**config.mk**
```make
export PLATFORM = sky130hd
export DESIGN_NAME = blk_copy_engine
export DESIGN_NICKNAME = d
export VERILOG_FILES = /design/src/rtl/blk_copy_pkg.sv /design/src/rtl/blk_chunk_len.sv /design/src/rtl/blk_overlap_det.sv /design/src/rtl/blk_copy_engine.sv
export SDC_FILE = /design/constraint.sdc
export NUM_CORES = 1
export LEC_CHECK = 0
export ABC_AREA = 1
export BUFFER_PORTS_ARGS = -buffer_cell sky130_fd_sc_hd__buf_2
export CAP_MARGIN = 20
export CORE_MARGIN = 2
export CORE_UTILIZATION = 40
export CTS_BUF_LIST = sky130_fd_sc_hd__clkbuf_4 sky130_fd_sc_hd__clkbuf_8 sky130_fd_sc_hd__clkbuf_16
export CTS_CLUSTER_DIAMETER = 50
export DETAILED_ROUTE_END_ITERATION = 10
export PLACE_DENSITY = 0.64
export SLEW_MARGIN = 20
export SYNTH_ARGS = -nofsm -noshare
export SYNTH_HDL_FRONTEND = slang
export SYNTH_SLANG_ARGS = --single-unit
```
**constraint.sdc**
```tcl
create_clock -name clk_i -period 6.2 [get_ports clk_i]
set_clock_uncertainty 0.2 [all_clocks]
set_input_delay 0.62 -clock clk_i [delete_from_list [all_inputs] [get_ports clk_i]]
set_output_delay 0.62 -clock clk_i [all_outputs]
set_load 0.05 [all_outputs]
```
**src/rtl/blk_copy_pkg.sv**
```systemverilog
package blk_copy_pkg;
  typedef enum logic [3:0] {
    S_IDLE, S_BOUND, S_PRB_S, S_PRB_D, S_PRB_W,
    S_CP_RD, S_CP_WR, S_FL_RD, S_FL_WR
  } state_e;
endpackage

```
**src/rtl/blk_chunk_len.sv**
```systemverilog
module blk_chunk_len #(
  parameter int CW    = 16,
  parameter int CHUNK = 16,
  localparam int LW   = $clog2(CHUNK) + 1
) (
  input  logic [CW-1:0] cnt_i,
  input  logic          first_i,
  output logic [LW-1:0] len_o
);
  logic [CW-1:0] rem;
  // first chunk takes the remainder so later chunks stay full
  assign rem   = (cnt_i - CW'(1)) & CW'(CHUNK - 1);
  assign len_o = first_i ? (LW'(rem) + LW'(1)) : LW'(CHUNK);
endmodule

```
**src/rtl/blk_overlap_det.sv**
```systemverilog
module blk_overlap_det #(
  parameter int AW = 16
) (
  input  logic [AW-1:0] src_i,
  input  logic [AW-1:0] dst_i,
  output logic          hit_o
);
  logic [AW-1:0] src_nxt;
  assign src_nxt = src_i + AW'(1);
  assign hit_o   = (dst_i == src_nxt);
endmodule

```
**src/rtl/blk_copy_engine.sv**
```systemverilog
module blk_copy_engine
  import blk_copy_pkg::*;
#(
  parameter int AW    = 16,
  parameter int DW    = 16,
  parameter int CW    = 16,
  parameter int CHUNK = 16
) (
  input  logic          clk_i,
  input  logic          rst_ni,
  input  logic          start_i,
  input  logic [AW-1:0] src_i,
  input  logic [AW-1:0] dst_i,
  input  logic [CW-1:0] cnt_i,
  input  logic          irq_i,
  output logic          busy_o,
  output logic          done_o,
  output logic          halt_o,
  output logic [AW-1:0] src_o,
  output logic [AW-1:0] dst_o,
  output logic [CW-1:0] cnt_o,
  output logic          mem_req_o,
  output logic          mem_we_o,
  output logic [AW-1:0] mem_addr_o,
  output logic [DW-1:0] mem_wdata_o,
  input  logic          mem_ack_i,
  input  logic [DW-1:0] mem_rdata_i
);
  localparam int LW = $clog2(CHUNK) + 1;

  state_e        state_q;
  logic [AW-1:0] src_q, dst_q;
  logic [CW-1:0] cnt_q;
  logic          first_q, fill_q, done_q, halt_q;
  logic [LW-1:0] len_q, idx_q, len_d;
  logic [DW-1:0] data_q;
  logic          ovl;
  logic [AW-1:0] last_off, idx_off;
  logic          last_word;

  blk_chunk_len #(.CW(CW), .CHUNK(CHUNK)) u_len (
    .cnt_i(cnt_q), .first_i(first_q), .len_o(len_d)
  );

  blk_overlap_det #(.AW(AW)) u_ovl (
    .src_i(src_i), .dst_i(dst_i), .hit_o(ovl)
  );

  assign last_off  = AW'(len_q) - AW'(1);
  assign idx_off   = AW'(idx_q);
  assign last_word = (idx_q == len_q - LW'(1));

  always_comb begin
    mem_req_o   = 1'b1;
    mem_we_o    = 1'b0;
    mem_addr_o  = src_q;
    mem_wdata_o = data_q;
    unique case (state_q)
      S_PRB_S: mem_addr_o = src_q + last_off;
      S_PRB_D: mem_addr_o = dst_q + last_off;
      S_PRB_W: begin mem_we_o = 1'b1; mem_addr_o = dst_q + last_off; end
      S_CP_RD: mem_addr_o = src_q + idx_off;
      S_CP_WR: begin mem_we_o = 1'b1; mem_addr_o = dst_q + idx_off; end
      S_FL_RD: mem_addr_o = src_q;
      S_FL_WR: begin mem_we_o = 1'b1; mem_addr_o = dst_q + idx_off; end
      default: mem_req_o = 1'b0;
    endcase
  end

  always_ff @(posedge clk_i or negedge rst_ni) begin
    if (!rst_ni) begin
      state_q <= S_IDLE;
      src_q   <= '0;
      dst_q   <= '0;
      cnt_q   <= '0;
      first_q <= 1'b0;
      fill_q  <= 1'b0;
      done_q  <= 1'b0;
      halt_q  <= 1'b0;
      len_q   <= '0;
      idx_q   <= '0;
      data_q  <= '0;
    end else begin
      done_q <= 1'b0;
      halt_q <= 1'b0;
      unique case (state_q)
        S_IDLE: if (start_i) begin
          src_q   <= src_i;
          dst_q   <= dst_i;
          cnt_q   <= cnt_i;
          first_q <= 1'b1;
          fill_q  <= ovl;
          if (cnt_i == '0) done_q <= 1'b1;
          else             state_q <= S_BOUND;
        end
        S_BOUND: begin
          if (cnt_q == '0) begin
            done_q  <= 1'b1;
            state_q <= S_IDLE;
          end else if (!first_q && irq_i) begin
            halt_q  <= 1'b1;
            state_q <= S_IDLE;
          end else begin
            len_q   <= len_d;
            idx_q   <= '0;
            state_q <= fill_q ? S_FL_RD : S_PRB_S;
          end
        end
        S_PRB_S: if (mem_ack_i) state_q <= S_PRB_D;
        S_PRB_D: if (mem_ack_i) begin
          data_q  <= mem_rdata_i;
          state_q <= S_PRB_W;
        end
        S_PRB_W: if (mem_ack_i) state_q <= S_CP_RD;
        S_CP_RD, S_FL_RD: if (mem_ack_i) begin
          data_q  <= mem_rdata_i;
          state_q <= (state_q == S_CP_RD) ? S_CP_WR : S_FL_WR;
        end
        S_CP_WR, S_FL_WR: if (mem_ack_i) begin
          if (last_word) begin
            src_q   <= src_q + AW'(len_q);
            dst_q   <= dst_q + AW'(len_q);
            cnt_q   <= cnt_q - CW'(len_q);
            first_q <= 1'b0;
            state_q <= S_BOUND;
          end else begin
            idx_q   <= idx_q + LW'(1);
            state_q <= (state_q == S_CP_WR) ? S_CP_RD : S_FL_WR;
          end
        end
        default: state_q <= S_IDLE;
      endcase
    end
  end

  assign busy_o = (state_q != S_IDLE);
  assign done_o = done_q;
  assign halt_o = halt_q;
  assign src_o  = src_q;
  assign dst_o  = dst_q;
  assign cnt_o  = cnt_q;
endmodule

```
# ---- Word-level counts from Yosys, hierarchy flattened
# Cells that the tools add are included.
dict set report word_totals {
  reg_bits 82
  output_inout_bits 85
  inputBits 69
  elab_cells 113
}
dict set report op_classes {
  bitwise 2
  n_mux 46
  n_reduce_logical 20
  n_addsub 13
  n_eq_ne 21
}
# op n
set ops {}
lappend ops {{two-way mux 16 bit} 9}
lappend ops {{one-hot mux 16 bit (2 select lines)} 3}
lappend ops {{adder 16 x 5 -> 16 bit} 4}
lappend ops {{one-hot mux 16 bit (4 select lines)} 1}
lappend ops {{two-way mux 4 bit} 10}
lappend ops {{adder 16 bit} 2}
lappend ops {{logical NOT 16 bit} 2}
lappend ops {{one-hot mux 4 bit (7 select lines)} 1}
lappend ops {{two-way mux 5 bit} 5}
lappend ops {{!= test 2 bit, second input constant} 9}
lappend ops {{adder 16 x 1 -> 16 bit, second input constant} 1}
lappend ops {{== test 16 bit} 1}
lappend ops {{== test 4 x 3 -> 1 bit, second input constant} 4}
lappend ops {{subtractor 16 x 5 -> 16 bit} 1}
lappend ops {{two-way mux 1 bit} 11}
lappend ops {{one-hot mux 5 bit (2 select lines)} 1}
lappend ops {{two-way mux 3 bit} 3}
lappend ops {{== test 4 x 2 -> 1 bit, second input constant} 2}
lappend ops {{AND reduction 7 bit} 1}
lappend ops {{OR reduction 7 bit} 1}
lappend ops {{OR reduction 2 bit} 3}
lappend ops {{OR reduction 3 bit} 2}
lappend ops {{subtractor 5 x 1 -> 6 bit, second input constant} 1}
lappend ops {{adder 4 x 1 -> 5 bit, second input constant} 1}
lappend ops {{18 further kinds} 23}

# ---- Longest topological paths before layout
dict set report depth {
  ltp_word 5
  ltp_mapped 23
  ltp_nobuf 21
}

# ---- Modules after synthesis
# A second synthesis with hierarchy kept.
dict set report hier_totals {
  cells_unflattened 1352
  area_unflattened_um2 8421.8
}
# mod cells_each area_each_um2 instances
set by_module_without_submodules {}
lappend by_module_without_submodules {blk_copy_engine 1181 7592.3 1}
lappend by_module_without_submodules {blk_overlap_det 139 670.6 1}
lappend by_module_without_submodules {blk_chunk_len 32 158.9 1}

# ---- Least setup slack after synthesis
# OpenSTA, ideal clock, no wires.
dict set report synth_path {
  path_kind {flip-flop to output port}
  from {reg state_q[1]}
  to {out mem_addr_o[8]}
  path_stages_with_launch 20
  arrival_ps 3394
  n_path_buf 4
  path_slack_ps 1986
  path_cell_list {dfrtp_1 -> nor2_2 -> nand2_2 -> nand2_4 -> buf_12 -> buf_6 -> buf_4 -> buf_2 -> o21ai_0 -> ha_1 -> fa_1 -> nand3_1 -> nand2_1 -> nand2_1 -> nand2_1 -> nand2_2 -> nor2_4 -> nand2_2 -> nand2_1 -> o211ai_1}
}
dict set report synth_between {
  elab_chain_len 3
}
# element line
set synth_lines {}
lappend synth_lines {{from (decl)} blk_copy_engine.sv:31} ;# state_e state_q;
lappend synth_lines {{from (signal assigned)} blk_copy_engine.sv:106} ;# state_q <= fill_q ? S_FL_RD : S_PRB_S;
lappend synth_lines {{from (signal assigned)} blk_copy_engine.sv:117} ;# state_q <= (state_q == S_CP_RD) ? S_CP_WR : S_FL_WR;
lappend synth_lines {{from (signal assigned)} blk_copy_engine.sv:128} ;# state_q <= (state_q == S_CP_WR) ? S_CP_RD : S_FL_WR;
lappend synth_lines {{== test 4 x 3 -> 1 bit (tied with other cells)} blk_copy_engine.sv:58} ;# unique case (state_q)
lappend synth_lines {{OR reduction 2 bit (no line)} -}
lappend synth_lines {{one-hot mux 16 bit (4 select lines) *} blk_copy_engine.sv:58}
lappend synth_lines {{to (decl)} blk_copy_engine.sv:24} ;# output logic [AW-1:0] mem_addr_o,
# Every way passes the cells marked *; elsewhere a longest branch is shown, timed or not.

# ---- Final worst setup path
# Ends and elaborated chain as after synthesis.

==> results.json <==
{
  "grt_pass1_vias": 8589,
  "num_rows": 52,
  "grt_pass1_wl_mm": 45.5,
  "synth_top_cell_area_share": 0.245,
  "max_freq_mhz": 208,
  "crit_family": "simple AND/OR/NAND/NOR gates",
  "cts.sinks": 82,
  "crit_start": "state_q[1]",
  "postCtsSetupBuffers": 0,
  "clockBufferDepth": 2,
  "yosysTopAreaCell": "dfrtp_1",
  "netlist_area_um2": 8360,
  "die_y_um": 149,
  "rsz0062_at_grt": "false",
  "cts.htree.levels": 3,
  "grt_max_degree": 78,
  "slew_viol_final": 0,
  "vias": 9174,
  "path_buf_inv": 3,
  "syn_nets": 1421,
  "path_common_cell": "nand2_1",
  "status": "completed",
  "ctsResizeCount": 0,
  "setup-tns-final_ns": 0,
  "grt_overflow_total": 0,
  "die_area_um2": 22100,
  "max-cap-violations": 0,
  "crit_slowest_cell": "nand2_1",
  "io_pins": 154,
  "synth_commonest_cells": "nand2_1 (438), nand3_1 (153), inv_1 (123), nor2_1 (87)",
  "cts_hold_buf": 1,
  "antenna_cells": 0,
  "critPathArrivalTime_ns": 3.99,
  "netlist_instances": 1306,
  "start_util": 0.410,
  "port_buffers": 153,
  "yosysWarnings": 0,
  "tightest_slew_ns": 0.912,
  "async_reset_ff_frac": 1.00,
  "yosysMostFrequentCell": "nand2_1",
  "grt_usage": 0.261,
  "finalInstanceArea_um2": 9600,
  "post-route-period-util": 0.776,
  "crit_path_start_kind": "register",
  "r2r-end": "src_o[8]",
  "antenna_found_initial": 0,
  "worstPathCellList": "nor2_2 > nand2_1 > nand2_1 > nand2_1 > o21ai_0 > ha_1 > inv_1 > fa_1 > inv_1 > nand3_1 > nand2_1 > nand2_1 > nand2_1 > nand2_1 > nand2_1 > nand2_1 > nand3b_1 > nand3_1 > o211ai_1 > buf_2",
  "crit_cells": 20,
  "clockRootBuffer": "clkbuf_16",
  "cp-end-kind": "primary output",
  "gp_congestion": 0.993,
  "rr_worst_depth": 10,
  "max_stage_delay_ns": 0.67,
  "cp_max_fo": 33,
  "clk_pin_slew_ns": 0.07,
  "drive_above_1_share": 0.176,
  "synth_area_leaders": "dfrtp_1 (25%), nand2_1 (20%), nand3_1 (9.2%), ha_1 (6.1%), inv_1 (5.5%)",
  "timing.rr.start": "state_q[1]",
  "wl_per_cell_um": 16.5,
  "hold_viol": 0,
  "drt-vias-per-instance": 5.36,
  "max-slew-margin-rel": 0.392,
  "area_growth_syn_to_layout_pct": 14.9,
  "ys_ff_latch": 82,
  "r2r_slack_ns": 2.39,
  "synth_edf_count": 0,
  "finalNetCount": 1551,
  "fp.coreArea_um2": 20400,
  "wl_mm": 28.2,
  "insertion_delay_ns": 0.36,
  "antenna_left": 0,
  "dr.pass1.iters": 5,
  "cts_buffers": 9,
  "ys_types": 48,
  "synth-seq-area-share": 0.245,
  "cp-endpoint": "mem_addr_o[8]",
  "placed_cell_area_um2": 9280,
  "final-setup-viol-count": 0,
  "dpl.hpwl_mm": 22.3,
  "required_ns": 5.38,
  "min_period_ns": 4.81,
  "synth_ff_type": "dfrtp_1",
  "worstSetupPathType": "register to primary output",
  "die_w_um": 149,
  "drtIter0Drc": 648,
  "hold_class": "input port to register",
  "cts_tree": "done",
  "drc_errors": 0,
  "syn_avg_cell_area_um2": 6.40
}
==> worst min path at each step <==
stage | from | to | slack, ns | depth (start not counted)
final | mem_rdata_i[11] | mem_wdata_o[11] | 0.29 | 2
after floorplan | rst_ni | cnt_o[0] | 0.12 | 0
after global placement | mem_wdata_o[0] | mem_wdata_o[0] | 0.28 | 1
after detailed placement | mem_wdata_o[15] | mem_wdata_o[15] | 0.29 | 1
after CTS | mem_rdata_i[11] | mem_wdata_o[11] | 0.29 | 2
after global routing | mem_rdata_i[13] | mem_wdata_o[13] | 0.29 | 2
==> area by class of cell <==
cell class / count / area (um2)
Timing Repair Buffer: 161 / 831
Clock buffer: 11 / 246
Multi-Input combinational cell: 1050 / 5580
Sequential cell: 82 / 2050
Clock inverter: 5 / 62.6
Inverter: 132 / 498
Tap cell: 270 / 338
Fill cell: 2169 / 10800
==> layout by cell type (no fill, tap or decap), drive strengths merged, types with 5 or more instances in the layout <==
cell type / Yosys / routed
o21ai: 85 / 85
nor4: 7 / 7
nor2: 102 / 102
mux2: 16 / 16
nand2: 457 / 457
nor3: 9 / 9
xnor2: 12 / 12
o211ai: 10 / 10
inv: 132 / 133
o221ai: 6 / 6
nand3b: 12 / 12
dfrtp: 82 / 82
nand4: 31 / 31
fa: 5 / 5
xor2: 28 / 28
or2: 13 / 13
clkbuf: 13 / 11
a21oi: 43 / 43
nand3: 156 / 156
buf: 29 / 160
ha: 41 / 41
==> per-stage QoR <==
stage	hold WS [ns]	instances	setup WS (ns)	utilization
final	0.292	1711	1.39	0.472
after global placement	0.284	1694	1.91	0.456
after detailed placement	0.288	1694	1.82	0.456
after floorplan	0.124	1306	1.99	-
after CTS	0.287	1711	1.43	0.472
after global routing	0.289	1711	1.01	0.472
==> metal layers <==
metal / up-vias / share of wire / wire [um] / global-route usage
met2: 370 / 0.44 / 12500 / 0.402
li1: 4553 / - / - / -
met3: 36 / 0.082 / 2310 / 0.0396
met5: - / 0 / 0 / 0
met4: 0 / 0.021 / 587 / 0.0795
met1: 4215 / 0.46 / 12900 / 0.378
==> kinds of logic after synthesis <==
family                     synth area share
xor gates and xnor gates             0.0483
AOI/OAI and AO/OA                     0.104
DFF                                   0.245
adders and majority gates            0.0733
buffers and inverters                0.0882
and+or+nand+nor                       0.419
muxes                                0.0216
==> registers in the layout (all words and copies together) (netlist names) <==
register and count:
len_q 5, halt_o 1, fill_q 1, done_o 1
state_q 4, idx_q 5, src_o 16, dst_o 16
cnt_o 16, mem_wdata_o 16, first_q 1
Power is left out: the tool's default activity adds up to more than one toggle a clock period on the data nets, which glitch-free logic cannot reach.
